==> src/rtl/vdp_dma_pkg.sv <==
package vdp_dma_pkg;
  typedef enum logic [1:0] {
    DM_BUS  = 2'd0,
    DM_FILL = 2'd1,
    DM_COPY = 2'd2
  } dma_mode_e;

  typedef enum logic [1:0] {
    TG_VRAM  = 2'd0,
    TG_CRAM  = 2'd1,
    TG_VSRAM = 2'd2,
    TG_NONE  = 2'd3
  } dma_tgt_e;

  typedef enum logic [2:0] {
    S_IDLE  = 3'd0,
    S_GRANT = 3'd1,
    S_FILLW = 3'd2,
    S_READ  = 3'd3,
    S_WRITE = 3'd4
  } seq_state_e;

  localparam int REG_MODE = 1;
  localparam int REG_INC  = 15;
  localparam int REG_LENL = 19;
  localparam int REG_LENH = 20;
  localparam int REG_SRCL = 21;
  localparam int REG_SRCM = 22;
  localparam int REG_SRCH = 23;
  localparam int EN_BIT   = 4;
endpackage

==> src/rtl/vdp_dma_regs.sv <==
module vdp_dma_regs
  import vdp_dma_pkg::*;
#(
  parameter int RW = 8,
  parameter int IW = 5
) (
  input  logic            clk,
  input  logic            rst_n,
  input  logic            wr_en,
  input  logic [IW-1:0]   wr_idx,
  input  logic [RW-1:0]   wr_data,
  input  logic            lock,
  input  logic            step,
  input  logic            src_adv,
  output logic            dma_en,
  output logic [RW-1:0]   inc,
  output logic [2*RW-1:0] len,
  output logic            len_last,
  output logic [2*RW-1:0] src_lo,
  output logic [RW-1:0]   src_hi
);
  localparam int LW = 2 * RW;

  logic [RW-1:0] mode_q, inc_q, src_hi_q;
  logic [LW-1:0] len_q, src_q;
  logic          wr_ok;

  assign wr_ok = wr_en && !lock;

  always_ff @(posedge clk or negedge rst_n) begin
    if (!rst_n) begin
      mode_q   <= '0;
      inc_q    <= '0;
      len_q    <= '0;
      src_q    <= '0;
      src_hi_q <= '0;
    end else if (step) begin
      len_q <= len_q - 1'b1;
      if (src_adv) src_q <= src_q + 1'b1;
    end else if (wr_ok) begin
      case (int'(wr_idx))
        REG_MODE: mode_q           <= wr_data;
        REG_INC:  inc_q            <= wr_data;
        REG_LENL: len_q[RW-1:0]    <= wr_data;
        REG_LENH: len_q[LW-1:RW]   <= wr_data;
        REG_SRCL: src_q[RW-1:0]    <= wr_data;
        REG_SRCM: src_q[LW-1:RW]   <= wr_data;
        REG_SRCH: src_hi_q         <= wr_data;
        default: ;
      endcase
    end
  end

  assign dma_en   = mode_q[EN_BIT];
  assign inc      = inc_q;
  assign len      = len_q;
  assign len_last = (len_q == LW'(1));
  assign src_lo   = src_q;
  assign src_hi   = src_hi_q;
endmodule

==> src/rtl/vdp_dma_decode.sv <==
module vdp_dma_decode
  import vdp_dma_pkg::*;
(
  input  logic [4:0] code,
  input  logic [1:0] op_bits,
  output dma_mode_e  mode,
  output dma_tgt_e   tgt,
  output logic       code_ok
);
  always_comb begin
    if (!op_bits[1])     mode = DM_BUS;
    else if (!op_bits[0]) mode = DM_FILL;
    else                 mode = DM_COPY;

    case (code[3:1])
      3'b000:  tgt = TG_VRAM;
      3'b001:  tgt = TG_CRAM;
      3'b010:  tgt = TG_VSRAM;
      default: tgt = TG_NONE;
    endcase

    code_ok = code[0]
           && (tgt != TG_NONE)
           && (code[4] == (mode == DM_COPY))
           && ((mode != DM_COPY) || (tgt == TG_VRAM));
  end
endmodule

==> src/rtl/vdp_dma_seq.sv <==
module vdp_dma_seq
  import vdp_dma_pkg::*;
#(
  parameter int AW = 16,
  parameter int DW = 16,
  parameter int RW = 8
) (
  input  logic          clk,
  input  logic          rst_n,
  input  logic          cmd_valid,
  input  logic          cmd_go,
  input  logic [AW-1:0] cmd_addr,
  input  logic          data_wr_en,
  input  logic [DW-1:0] data_wr_word,
  input  logic          dma_en,
  input  logic          code_ok,
  input  dma_mode_e     dec_mode,
  input  dma_tgt_e      dec_tgt,
  input  logic [RW-1:0] inc,
  input  logic          len_last,
  output logic          bus_req,
  input  logic          bus_grant,
  output logic          rd_valid,
  input  logic          rd_ready,
  input  logic [DW-1:0] rd_data,
  output logic          vr_valid,
  input  logic          vr_ready,
  input  logic [DW-1:0] vr_data,
  output logic          mw_valid,
  input  logic          mw_ready,
  output logic [AW-1:0] mw_addr,
  output logic [DW-1:0] mw_data,
  output logic [1:0]    mw_target,
  output logic          busy,
  output logic          step,
  output logic          src_adv
);
  seq_state_e    st_q;
  dma_mode_e     mode_q;
  dma_tgt_e      tgt_q;
  logic [AW-1:0] dst_q;
  logic [DW-1:0] buf_q;
  logic          trig, rd_hs, vr_hs;

  assign trig     = cmd_valid && cmd_go && dma_en && code_ok && (st_q == S_IDLE);
  assign rd_valid = (st_q == S_READ) && (mode_q == DM_BUS) && bus_grant;
  assign vr_valid = (st_q == S_READ) && (mode_q == DM_COPY);
  assign rd_hs    = rd_valid && rd_ready;
  assign vr_hs    = vr_valid && vr_ready;
  assign mw_valid = (st_q == S_WRITE);
  assign step     = mw_valid && mw_ready;
  assign src_adv  = (mode_q != DM_FILL);
  assign busy     = (st_q != S_IDLE);
  assign bus_req  = busy && (mode_q == DM_BUS);
  assign mw_addr  = dst_q;
  assign mw_data  = buf_q;
  assign mw_target = tgt_q;

  always_ff @(posedge clk or negedge rst_n) begin
    if (!rst_n) begin
      st_q   <= S_IDLE;
      mode_q <= DM_BUS;
      tgt_q  <= TG_VRAM;
      dst_q  <= '0;
      buf_q  <= '0;
    end else begin
      case (st_q)
        S_IDLE: if (trig) begin
          mode_q <= dec_mode;
          tgt_q  <= dec_tgt;
          dst_q  <= cmd_addr;
          case (dec_mode)
            DM_BUS:  st_q <= S_GRANT;
            DM_FILL: st_q <= S_FILLW;
            default: st_q <= S_READ;
          endcase
        end
        S_GRANT: if (bus_grant) st_q <= S_READ;
        S_FILLW: if (data_wr_en) begin
          buf_q <= data_wr_word;
          st_q  <= S_WRITE;
        end
        S_READ: begin
          if (rd_hs) begin
            buf_q <= rd_data;
            st_q  <= S_WRITE;
          end else if (vr_hs) begin
            buf_q <= vr_data;
            st_q  <= S_WRITE;
          end
        end
        S_WRITE: if (mw_ready) begin
          dst_q <= dst_q + AW'(inc);
          if (len_last)                st_q <= S_IDLE;
          else if (mode_q != DM_FILL)  st_q <= S_READ;
        end
        default: st_q <= S_IDLE;
      endcase
    end
  end
endmodule

==> src/rtl/vdp_dma_ctrl.sv <==
module vdp_dma_ctrl
  import vdp_dma_pkg::*;
#(
  parameter int AW = 16,
  parameter int DW = 16,
  parameter int RW = 8,
  parameter int IW = 5,
  parameter int BW = 24
) (
  input  logic          clk,
  input  logic          rst_n,
  input  logic          reg_wr_en,
  input  logic [IW-1:0] reg_wr_idx,
  input  logic [RW-1:0] reg_wr_data,
  input  logic          cmd_valid,
  input  logic [5:0]    cmd_code,
  input  logic [AW-1:0] cmd_addr,
  input  logic          data_wr_en,
  input  logic [DW-1:0] data_wr_word,
  output logic          bus_req,
  input  logic          bus_grant,
  output logic          rd_valid,
  input  logic          rd_ready,
  output logic [BW-1:0] rd_addr,
  input  logic [DW-1:0] rd_data,
  output logic          vr_valid,
  input  logic          vr_ready,
  output logic [AW-1:0] vr_addr,
  input  logic [DW-1:0] vr_data,
  output logic          mw_valid,
  input  logic          mw_ready,
  output logic [1:0]    mw_target,
  output logic [AW-1:0] mw_addr,
  output logic [DW-1:0] mw_data,
  output logic          busy
);
  localparam int LW = 2 * RW;
  localparam int HW = BW - LW - 1;

  logic          dma_en, len_last, step, src_adv, code_ok;
  logic [RW-1:0] inc, src_hi;
  logic [LW-1:0] len, src_lo;
  dma_mode_e     dec_mode;
  dma_tgt_e      dec_tgt;

  vdp_dma_regs #(.RW(RW), .IW(IW)) regs_i (
    .clk(clk), .rst_n(rst_n),
    .wr_en(reg_wr_en), .wr_idx(reg_wr_idx), .wr_data(reg_wr_data),
    .lock(busy), .step(step), .src_adv(src_adv),
    .dma_en(dma_en), .inc(inc), .len(len), .len_last(len_last),
    .src_lo(src_lo), .src_hi(src_hi)
  );

  vdp_dma_decode dec_i (
    .code(cmd_code[4:0]), .op_bits(src_hi[RW-1:RW-2]),
    .mode(dec_mode), .tgt(dec_tgt), .code_ok(code_ok)
  );

  vdp_dma_seq #(.AW(AW), .DW(DW), .RW(RW)) seq_i (
    .clk(clk), .rst_n(rst_n),
    .cmd_valid(cmd_valid), .cmd_go(cmd_code[5]), .cmd_addr(cmd_addr),
    .data_wr_en(data_wr_en), .data_wr_word(data_wr_word),
    .dma_en(dma_en), .code_ok(code_ok), .dec_mode(dec_mode), .dec_tgt(dec_tgt),
    .inc(inc), .len_last(len_last),
    .bus_req(bus_req), .bus_grant(bus_grant),
    .rd_valid(rd_valid), .rd_ready(rd_ready), .rd_data(rd_data),
    .vr_valid(vr_valid), .vr_ready(vr_ready), .vr_data(vr_data),
    .mw_valid(mw_valid), .mw_ready(mw_ready), .mw_addr(mw_addr),
    .mw_data(mw_data), .mw_target(mw_target),
    .busy(busy), .step(step), .src_adv(src_adv)
  );

  // word address {hi[6:0], lo} shown as a byte address
  assign rd_addr = {src_hi[HW-1:0], src_lo, 1'b0};
  assign vr_addr = src_lo[AW-1:0];

  logic unused_len;
  assign unused_len = ^len;
endmodule

==> config.mk <==
export PLATFORM = sky130hd
export DESIGN_NAME = vdp_dma_ctrl
export DESIGN_NICKNAME = d
export VERILOG_FILES = /design/src/rtl/vdp_dma_pkg.sv /design/src/rtl/vdp_dma_regs.sv /design/src/rtl/vdp_dma_decode.sv /design/src/rtl/vdp_dma_seq.sv /design/src/rtl/vdp_dma_ctrl.sv
export SDC_FILE = /design/constraint.sdc
export NUM_CORES = 1
export LEC_CHECK = 0
export BUFFER_PORTS_ARGS = -buffer_cell sky130_fd_sc_hd__buf_2
export CAP_MARGIN = 40
export CORE_ASPECT_RATIO = 1.1
export CORE_UTILIZATION = 45
export DETAILED_ROUTE_END_ITERATION = 8
export GPL_TIMING_DRIVEN = 1
export PLACE_DENSITY = 0.72
export SLEW_MARGIN = 40
export SYNTH_ARGS = -nofsm -noshare
export SYNTH_HDL_FRONTEND = slang
export SYNTH_SLANG_ARGS = --single-unit
==> constraint.sdc <==
create_clock -name clk -period 4.7 [get_ports clk]
set_input_delay 0.235 -clock clk [delete_from_list [all_inputs] [get_ports clk]]
set_output_delay 0.235 -clock clk [all_outputs]
set_load 0.02 [all_outputs]
* After elaboration in Yosys (flattened, before gate mapping)
Cells that the tools add are included.
** Word-level totals
- Bits in registers :: 92
- Word-level logic and storage cells :: 114
** Cells by class
- Add/subtract/negate cells :: 3
- Equality and inequality tests :: 28
- Mux-type cells :: 29
- Bitwise logic cells :: 1
- Reduce and logical (&&, ||, !) cells :: 41
** Operators by type and width (count)
- two-way mux 16 bit :: 10
- case mux 16 bit (2 select lines) :: 2
- two-way mux 8 bit :: 4
- == test 5 bit (second input constant) :: 5
- two-way mux 3 bit :: 8
- AND reduction 3 bit :: 7
- adder 16 x 1 -> 16 bit (second input constant) :: 1
- adder 16 x 8 -> 16 bit :: 1
- == test 16 x 1 -> 1 bit (second input constant) :: 1
- subtractor 16 x 1 -> 16 bit (second input constant) :: 1
- logical AND 1 bit :: 15
- case mux 3 bit (5 select lines) :: 1
- nonzero test 2 bit :: 7
- inequality test 2 bit (second input constant) :: 6
- == test 3 x 2 -> 1 bit (second input constant) :: 3
- == test 3 x 1 -> 1 bit (second input constant) :: 2
- logical NOT 2 bit :: 3
- logical NOT 3 bit :: 2
- case mux 2 bit (3 select lines) :: 1
- AND reduction 2 bit :: 3
- AND reduction 6 bit :: 1
- == test 5 x 1 -> 1 bit (second input constant) :: 1
- == test 5 x 4 -> 1 bit (second input constant) :: 1
- == test 2 bit (second input constant) :: 2
- 12 further kinds :: 14

* Longest topological paths before layout
Gate-level depths: netlist of run 1.
- Depth after elaboration :: 10
- Depth in mapped cells :: 8
- Mapped depth without buffers :: 8

* By module
From an unflattened synthesis of run 1, not the netlist that was laid out.
** Second synthesis, totals
- Cells, all modules :: 589
- Area, all modules :: 5688.0 um^2
** By module, submodules not included
- vdp_dma_regs :: times used 1, cells an instance 267, area an instance 2767.7 um^2
- vdp_dma_seq :: times used 1, cells an instance 296, area an instance 2725.1 um^2
- vdp_dma_ctrl :: times used 1, cells an instance 18, area an instance 131.4 um^2
- vdp_dma_decode :: times used 1, cells an instance 8, area an instance 63.8 um^2

* Worst setup path before layout of run 1
OpenSTA, ideal clock, no wires.
- Kind :: flip-flop to flip-flop
- From :: reg seq_i.dst_q[0] (netlist: seq_i.mw_addr[0])
- To :: reg seq_i.dst_q[8] (netlist: seq_i.mw_addr[8])
- Setup time :: 0.121 ns
- Arrival :: 2.027 ns
- Slack :: 2.551 ns
- Cell stages (with the launch flop) :: 9
- Path buffers :: 0
- Clock period less this slack :: 2.149 ns
- Cell sequence :: dfrtp_1 ha_1 inv_1 fa_1 nand2b_1 a21oi_1 o21a_1 a31oi_1 o22a_1
** On the way
- Cells in the longest elaborated chain, start to end :: 3
** RTL lines
- start: declaration :: RTL line vdp_dma_seq.sv:41 : logic [AW-1:0] dst_q;
- start signal: assignment :: RTL line vdp_dma_seq.sv:71 : dst_q <= cmd_addr;
- start signal: assignment :: RTL line vdp_dma_seq.sv:93 : dst_q <= dst_q + AW'(inc);
- adder 16 x 8 -> 16 bit :: RTL line vdp_dma_seq.sv:93
- two-way mux 16 bit :: RTL line vdp_dma_seq.sv:92 : S_WRITE: if (mw_ready) begin
- case mux 16 bit (2 select lines) :: RTL line vdp_dma_seq.sv:67 : case (st_q)
No other way between the ends. The select of a mux whose other input is x is not followed.
A chain may end at the register's enable or synchronous reset.

* Worst setup path in the final report of run 1
- From :: reg seq_i.st_q[0]
- To :: reg regs_i.len_q[13] (netlist: regs_i.len[13])
** On the way
- Cells in the longest elaborated chain, start to end :: 5
- Elaborated cells between the ends (all ways) :: 9
- Those cells by class :: 1 x eq/ne; 1 x mux; 7 x reduce/logical
** RTL lines
- start: declaration :: RTL line vdp_dma_seq.sv:38 : seq_state_e st_q;
- start signal: assignment :: RTL line vdp_dma_seq.sv:61 : st_q <= S_IDLE;
- start signal: assignment :: RTL line vdp_dma_seq.sv:73 : DM_BUS: st_q <= S_GRANT;
- start signal: assignment :: RTL line vdp_dma_seq.sv:74 : DM_FILL: st_q <= S_FILLW;
- nonzero test 3 bit :: RTL line vdp_dma_seq.sv:53 : assign busy = (st_q != S_IDLE);
- logical NOT 1 bit :: RTL line vdp_dma_regs.sv:28 : assign wr_ok = wr_en && !lock;
- logical AND 1 bit :: RTL line vdp_dma_regs.sv:28
- nonzero test 2 bit (no line)
- AND reduction 2 bit (no line)
- end signal: assignment :: RTL line vdp_dma_regs.sv:38 : len_q <= len_q - 1'b1;
- end signal: indexed assignment :: RTL line vdp_dma_regs.sv:44 : REG_LENL: len_q[RW-1:0] <= wr_data;
- end signal: indexed assignment :: RTL line vdp_dma_regs.sv:45 : REG_LENH: len_q[LW-1:RW] <= wr_data;
- end: declaration :: RTL line vdp_dma_regs.sv:25 : logic [LW-1:0] len_q, src_q;
Several ways; a longest one is shown, not always the timed one.

==> results of run 1 <==
through the flow:
stage | cells | hold slack [ns] | setup slack (ns) | cell area (sq um)
CTS | 889 | 0.157 | 1.90 | 6610
detailed placement | 872 | 0.134 | 1.90 | 6270
finish | 889 | 0.171 | 1.88 | 6610
global route | 889 | 0.169 | 1.71 | 6610
global placement | 872 | 0.133 | 1.91 | 6270
floorplan | 600 | -0.0606 | 2.55 | 5480
worst paths after layout:
kind,slack [ns],end,from,depth (start not counted)
worst max-delay path,1.88,regs_i.len[13],seq_i.st_q[0],6
worst min-delay path,0.17,seq_i.mw_addr[6],cmd_addr[6],3
worst max register to register,1.88,regs_i.len[13],seq_i.st_q[0],6
worst min register to register,0.47,seq_i.mw_data[5],seq_i.mw_data[5],1
max in group asynchronous,3.48,regs_i.src_hi[4],rst_n,3
min in group asynchronous,0.31,seq_i.mw_target[0],rst_n,2
repair_timing:
| item | in CTS | in global routing |
|---|---|---|
| endpoints found under the setup margin | 0 | 0 |
| hold buffers | 1 | 0 |
| endpoints found under the hold margin | 19 | 0 |
worst register-to-register path, stage by stage, from the launching register on:
cell	delay [ns]
dfrtp_1	0.54
or3b_4	0.57
inv_2	0.32
nand2_2	0.42
or4_1	0.65
nand3_1	0.10
o211ai_1	0.10
cell type report:
| class | count | area [sq um] |
|---|---|---|
| fillers | 1048 | 5040 |
| multi-input cells | 448 | 2960 |
| flip-flops and latches | 88 | 2200 |
| repair buffers | 172 | 877 |
| clock buffers | 11 | 243 |
| well taps | 150 | 188 |
| clock inverters | 5 | 80.1 |
| inverters | 15 | 56.3 |
state kept, by name (all words and copies together) (netlist names):
signal           flops
regs_i.inc           8
regs_i.len          16
regs_i.mode_q        1
regs_i.src_hi        8
regs_i.src_lo       16
seq_i.mode_q         2
seq_i.mw_addr       16
seq_i.mw_data       16
seq_i.mw_target      2
seq_i.st_q           3
where the power goes:
group | switching [mW] | total [mW] | internal, mW
logic | 1.14 | 1.85 | 0.719
registers | 0.361 | 1.43 | 1.07
clock network | 0.300 | 0.780 | 0.479
cell usage after synthesis (10+ instances only):
master	number
nor3_1	16
nor2_1	53
inv_1	13
a211oi_1	29
nand3_1	16
o211ai_1	10
ha_1	11
o21ai_0	30
nand2_1	59
buf_2	12
buf_4	20
mux2i_1	19
dfrtp_1	88
clkbuf_1	15
a21o_1	20
nand2b_1	10
a21oi_1	39
per-layer routing:
metal / wire (microns) / vias up / share of wire / global-route usage
met5: 0 / - / 0 / 0
met2: 7440 / 257 / 0.47 / 0.412
li1: - / 2486 / - / -
met3: 1270 / 31 / 0.081 / 0.0327
met4: 381 / 0 / 0.024 / 0.111
met1: 6660 / 2488 / 0.42 / 0.325
cell families (layout without fill, tap and decap cells):
logic type      after synthesis  after routing  share of synthesized area
simple gates                211            211                      0.199
compound gates              185            185                      0.232
flops                        88             88                      0.402
buf+inv                      64            203                     0.0616
mux                          35             35                     0.0703
fa+ha+maj                    12             12                     0.0288
xor+xnor                      4              4                    0.00639
other cells                   1              1                   0.000684
==> flow_summary_export.csv, run 1 <==
group,metric,value,unit
run_status,outcome,"finished clean",
clock_tree,cts_setup_buffers,0,
yosys,synth_edf_count,0,
power,totalPowerFinal,4.07,mW
yosys,ys_top_cells_by_area,"dfrtp_1, nand2_1, a211oi_1",
power,p_per_area,616,nW/um^2
clock_tree,cts.htree.levels,3,
setup_path,crit_arrival,3.04,ns
setup_path,cp_max_fo,27,
routing,vias_per_cell,5.92,
setup_path,end_kind,"register",
setup_path,cpLargestDelayFamily,"simple AND/OR/NAND/NOR gates",
clock_tree,cts.sinks,88,
sta,setup_viol,0,
sta,maxSlewViolCount,0,
global_routing,grt_pass1_wl,24900,microns
yosys,synth_cell_type_count,73,
worst_hold_path,hp-class,"in2reg",
floorplan,die-height,118,microns
sta,grt_setup_unrepaired,"false",
global_routing,overflow,0,
sta,tns,0,ns
yosys,synth_top_area_frac,0.402,
setup_path,path_cells,"or3b_4 -> inv_2 -> nand2_2 -> or4_1 -> nand3_1 -> o211ai_1",
layout,layout_commonest_cell,"buf_2",
placed_design,place_congestion,0.873,
routing,final_antenna_net_count,0,
global_routing,grt_max_degree,70,
routing,wl_per_cell,17.7,microns
floorplan,row_count,41,
yosys,avgSynthCellArea,9.14,sq um
floorplan,coreArea,11600,sq um
clock_tree,clk_path_buf_depth,2,
sta,period_minus_slack,2.82,ns
sta,fin_worst_skew,0.00851,ns
yosys,synth_ff_type,"dfrtp_1",
yosys,ys_seq_elements,88,
layout,final_cell_mix,"buf_2, dfrtp_1, nand2_1, nor2_1, a21oi_1",
yosys,synth_cells,600,
power,ir_worst_vdd,0.313,mV
yosys,async_reset_ff_frac,1.00,
sta,hold_viol_final,0,
floorplan,die_w,107,microns
layout,fin_util,0.567,
floorplan,fp.dieArea,12600,sq um
routing,routed_wl,15800,microns
yosys,ys_seq_area_frac,0.402,
floorplan,initial_core_util,0.471,
clock_tree,clkLatencyLatePin,0.35,ns
layout,final_nets,838,
power,p_leak,3.26,nW
setup_path,path_class,"reg2reg",
clock_tree,cts_root_buf,"clkbuf_16",
setup_path,start_kind,"register",
clock_tree,cts_buffers,9,
placed_design,dp_hpwl,11700,microns
global_routing,grt_pass1_vias,4943,
routing,drtIter0Drc,363,
sta,tightest_slew,0.691,ns
routing,drc,0,
yosys,syn_area,5480,sq um
layout,antenna_cells,0,
clock_tree,tritoncts,"built",
global_routing,antenna_found_initial,0,
layout,drive_above_1_share,0.295,
placed_design,port_buffers,169,
sta,finalCritPeriodShare,0.601,
sta,slew_headroom,0.535,
sta,fmax,0.354,GHz
setup_path,critical_path.max_stage_delay,0.64,ns
setup_path,required,4.92,ns
routing,vias,5262,
setup_path,critPathSlowestCell,"or4_1",
routing,drtPass1Iterations,7,
setup_path,critPathBufInv,1,
yosys,syn-num-nets,704,
clock_tree,clk_pin_slew,0.06,ns
layout,area_growth,20.5,%
global_routing,track_usage,0.250,
yosys,ys_warn_count,0,
yosys,synth_largest_area_cell,"dfrtp_1",
clock_tree,cts_resized,0,
run,max_cap_viol_count,0,
floorplan,ios,171,
Note: power is estimated with default switching activity, not from simulation.
==> run 2: changes to the inputs <==
--- a/config.mk
+++ b/config.mk
@@ -5,13 +5,14 @@
 export SDC_FILE = /design/constraint.sdc
 export NUM_CORES = 1
 export LEC_CHECK = 0
+export ABC_AREA = 1
 export BUFFER_PORTS_ARGS = -buffer_cell sky130_fd_sc_hd__buf_2
 export CAP_MARGIN = 40
 export CORE_ASPECT_RATIO = 1.1
 export CORE_UTILIZATION = 45
 export DETAILED_ROUTE_END_ITERATION = 8
 export GPL_TIMING_DRIVEN = 1
-export PLACE_DENSITY = 0.72
+export PLACE_DENSITY = 0.73
 export SLEW_MARGIN = 40
 export SYNTH_ARGS = -nofsm -noshare
 export SYNTH_HDL_FRONTEND = slang
==> constraint.sdc (replaced) <==
create_clock -name clk -period 2.3 [get_ports clk]
set_input_delay 0.115 -clock clk [delete_from_list [all_inputs] [get_ports clk]]
set_output_delay 0.115 -clock clk [all_outputs]
set_load 0.02 [all_outputs]
==> flow_summary_export.csv, run 2 <==
group,metric,value,unit
routing,routed_wl,16200,microns
setup_path,crit_arrival,2.20,ns
routing,drtIter0Drc,378,
yosys,synth_most_common_cell,"nand2_1",
clock_tree,cts_buffers,9,
power,combinationalPowerShare,0.504,
placed_design,place_congestion,0.915,
layout,fin_util,0.550,
setup_path,timing.rr.end,"seq_i.mw_addr[6]",
sta,period_minus_slack,1.92,ns
layout,final_nets,1146,
yosys,ys_top_cells_by_count,"nand2_1, inv_1, nor2_1",
setup_path,path_cells,"nand2_1 -> inv_1 -> nand2_1 -> nand3_1 -> nor2_1 -> nand2_2 -> nand2_2 -> o21ai_0 -> o21ai_0",
global_routing,grt_pass1_wl,26700,microns
setup_path,ff2ff_path_depth,9,
setup_path,cp_max_fo,12,
routing,wl_per_cell,13.4,microns
floorplan,coreArea,13200,sq um
run_status,outcome,"finished clean",
sta,fin_worst_skew,0.00894,ns
layout,fillers,1314,
routing,vias_per_cell,4.99,
yosys,synth_ff_type,"dfrtp_1",
yosys,avgSynthCellArea,6.85,sq um
yosys,ys_top_cells_by_area,"dfrtp_1, nand2_1, inv_1",
power,p_sw,4.28,mW
clock_tree,cts.sinks,88,
sta,grt_setup_unrepaired,"false",
setup_path,path_class,"reg2reg",
floorplan,die_w,113,microns
worst_hold_path,worstHoldStart,"cmd_addr[5]",
worst_hold_path,hold_path_depth,3,
yosys,synth_cell_type_count,45,
run,max_cap_viol_count,0,
power,p_per_area,1220,nW/um^2
placed_design,dp_hpwl,12300,microns
sta,fmax,0.520,GHz
yosys,ys_warn_count,0,
clock_tree,cts.htree.levels,3,
sta,setup_viol,0,
power,sequentialPowerShare,0.326,
layout,area_growth,19.0,%
yosys,synth_cells,892,
yosys,ys_seq_elements,88,
global_routing,grt_pass1_vias,5497,
worst_hold_path,hp-class,"in2reg",
sta,finalCritPeriodShare,0.836,
worst_hold_path,whs_endpoint,"seq_i.mw_addr[5]",
power,ir_worst_vdd,0.701,mV
global_routing,overflow,0,
layout,layout_commonest_cell,"nand2_1",
clock_tree,clk_pin_slew,0.07,ns
setup_path,r2r_slack,0.38,ns
setup_path,reg2reg_from,"regs_i.src_hi[6]",
clock_tree,clk_path_buf_depth,2,
floorplan,fp.dieArea,14000,sq um
routing,vias,6030,
floorplan,die-height,124,microns
yosys,ys_seq_area_frac,0.360,
clock_tree,clkLatencyLatePin,0.35,ns
layout,drive_above_1_share,0.235,
setup_path,critical_path.max_stage_delay,0.43,ns
floorplan,ios,171,
floorplan,row_count,44,
floorplan,initial_core_util,0.462,
power,switching_share,0.481,
sta,maxSlewViolCount,0,
clock_tree,cts_resized,0,
global_routing,grt_max_degree,50,
yosys,synth_largest_area_cell,"dfrtp_1",
power,intPower,4.62,mW
power,p_leak,3.95,nW
sta,slew_headroom,0.565,
yosys,synth_edf_count,0,
setup_path,end_kind,"register",
yosys,syn-num-nets,996,
global_routing,track_usage,0.237,
sta,tightest_slew,0.652,ns
routing,drc,0,
layout,antenna_cells,0,
routing,drtPass1Iterations,5,
placed_design,port_buffers,169,
routing,final_antenna_net_count,0,
sta,tns,0,ns
layout,final_cell_mix,"nand2_1, buf_2, inv_1, nor2_1, dfrtp_1",
clock_tree,cts_root_buf,"clkbuf_16",
power,p_clk_frac,0.170,
yosys,syn_area,6110,sq um
setup_path,required,2.57,ns
yosys,async_reset_ff_frac,1.00,
global_routing,antenna_found_initial,0,
sta,hold_viol_final,0,
yosys,synth_top_area_frac,0.360,
setup_path,start_kind,"register",
clock_tree,tritoncts,"built",
setup_path,critPathSlowestCell,"dfrtp_1",
-- run 2: cell type report --
class / instances / area, sq um / share of cell area
flip-flops and latches: 88 / 2200 / 0.303
clock inverters: 6 / 68.8 / 0.00947
clock buffers: 10 / 239 / 0.0329
multi-input cells: 657 / 3230 / 0.444
repair buffers: 178 / 918 / 0.126
inverters: 108 / 410 / 0.0565
well taps: 161 / 201 / 0.0277
-- run 2: what timing repair did --
action                    4_1_cts  5_1_grt
hold endpoints to repair       46        0
setup buffers                   0        0
hold buffers                    1        0
-- run 2: critical path: cells and delay by family, from the launching register on --
kind	cells	cell delay, ns
AND/OR/NAND/NOR	6	1.06
flip-flops	1	0.43
AO/OA/AOI/OAI	2	0.30
buffers and inverters	1	0.05
-- run 2: logic make-up (layout without fill, tap and decap cells) --
family                     count (synthesis)  count (layout)  share of synthesized area
AOI/OAI and AO/OA                        136             136                      0.134
xor gates and xnor gates                   9               9                     0.0129
adders and majority gates                 12              12                     0.0258
buffers and inverters                    147             302                      0.111
DFF                                       88              88                      0.360
other                                      1               1                   0.000614
and+or+nand+nor                          499             499                      0.356
-- run 2: worst max-delay path by stage --
stage	start	endpoint	slack [ns]	depth (start not counted)
global route	regs_i.src_lo[0]	regs_i.src_lo[6]	0.19	9
CTS	regs_i.src_hi[6]	seq_i.mw_addr[6]	0.37	9
floorplan	seq_i.mw_addr[0]	seq_i.mw_addr[12]	0.44	13
finish	regs_i.src_hi[6]	seq_i.mw_addr[6]	0.38	9
detailed placement	regs_i.src_hi[6]	seq_i.mw_addr[6]	0.40	9
global placement	regs_i.src_hi[6]	seq_i.mw_addr[6]	0.43	9
-- run 2: per-stage QoR --
step	setup slack, ns	instances	area, sq um	hold slack [ns]	power [mW]
after CTS	0.369	1208	7270	0.0165	8.92
after floorplan	0.438	892	6110	-0.181	6.20
after global placement	0.426	1191	6950	0.180	7.29
final	0.376	1208	7270	0.0204	8.90
after global routing	0.187	1208	7270	0.0421	9.60
after detailed placement	0.402	1191	6950	0.184	7.36
-- run 2: metal layers --
layer	track usage	part of all wire	up-vias	wire length [microns]
li1	-	-	3123	-
met4	0.0890	0.018	0	298
met3	0.0273	0.047	20	767
met5	0	0	-	0
met2	0.397	0.48	169	7830
met1	0.312	0.45	2718	7340
-- run 2: power by group through the flow --
stage	Combinational (mW)	Sequential (mW)	Clock, mW
final	4.48	2.90	1.52
after global routing	5.00	2.99	1.61
after CTS	4.48	2.89	1.55
after detailed placement	4.46	2.90	0
after global placement	4.40	2.89	0
after floorplan	2.90	3.30	0
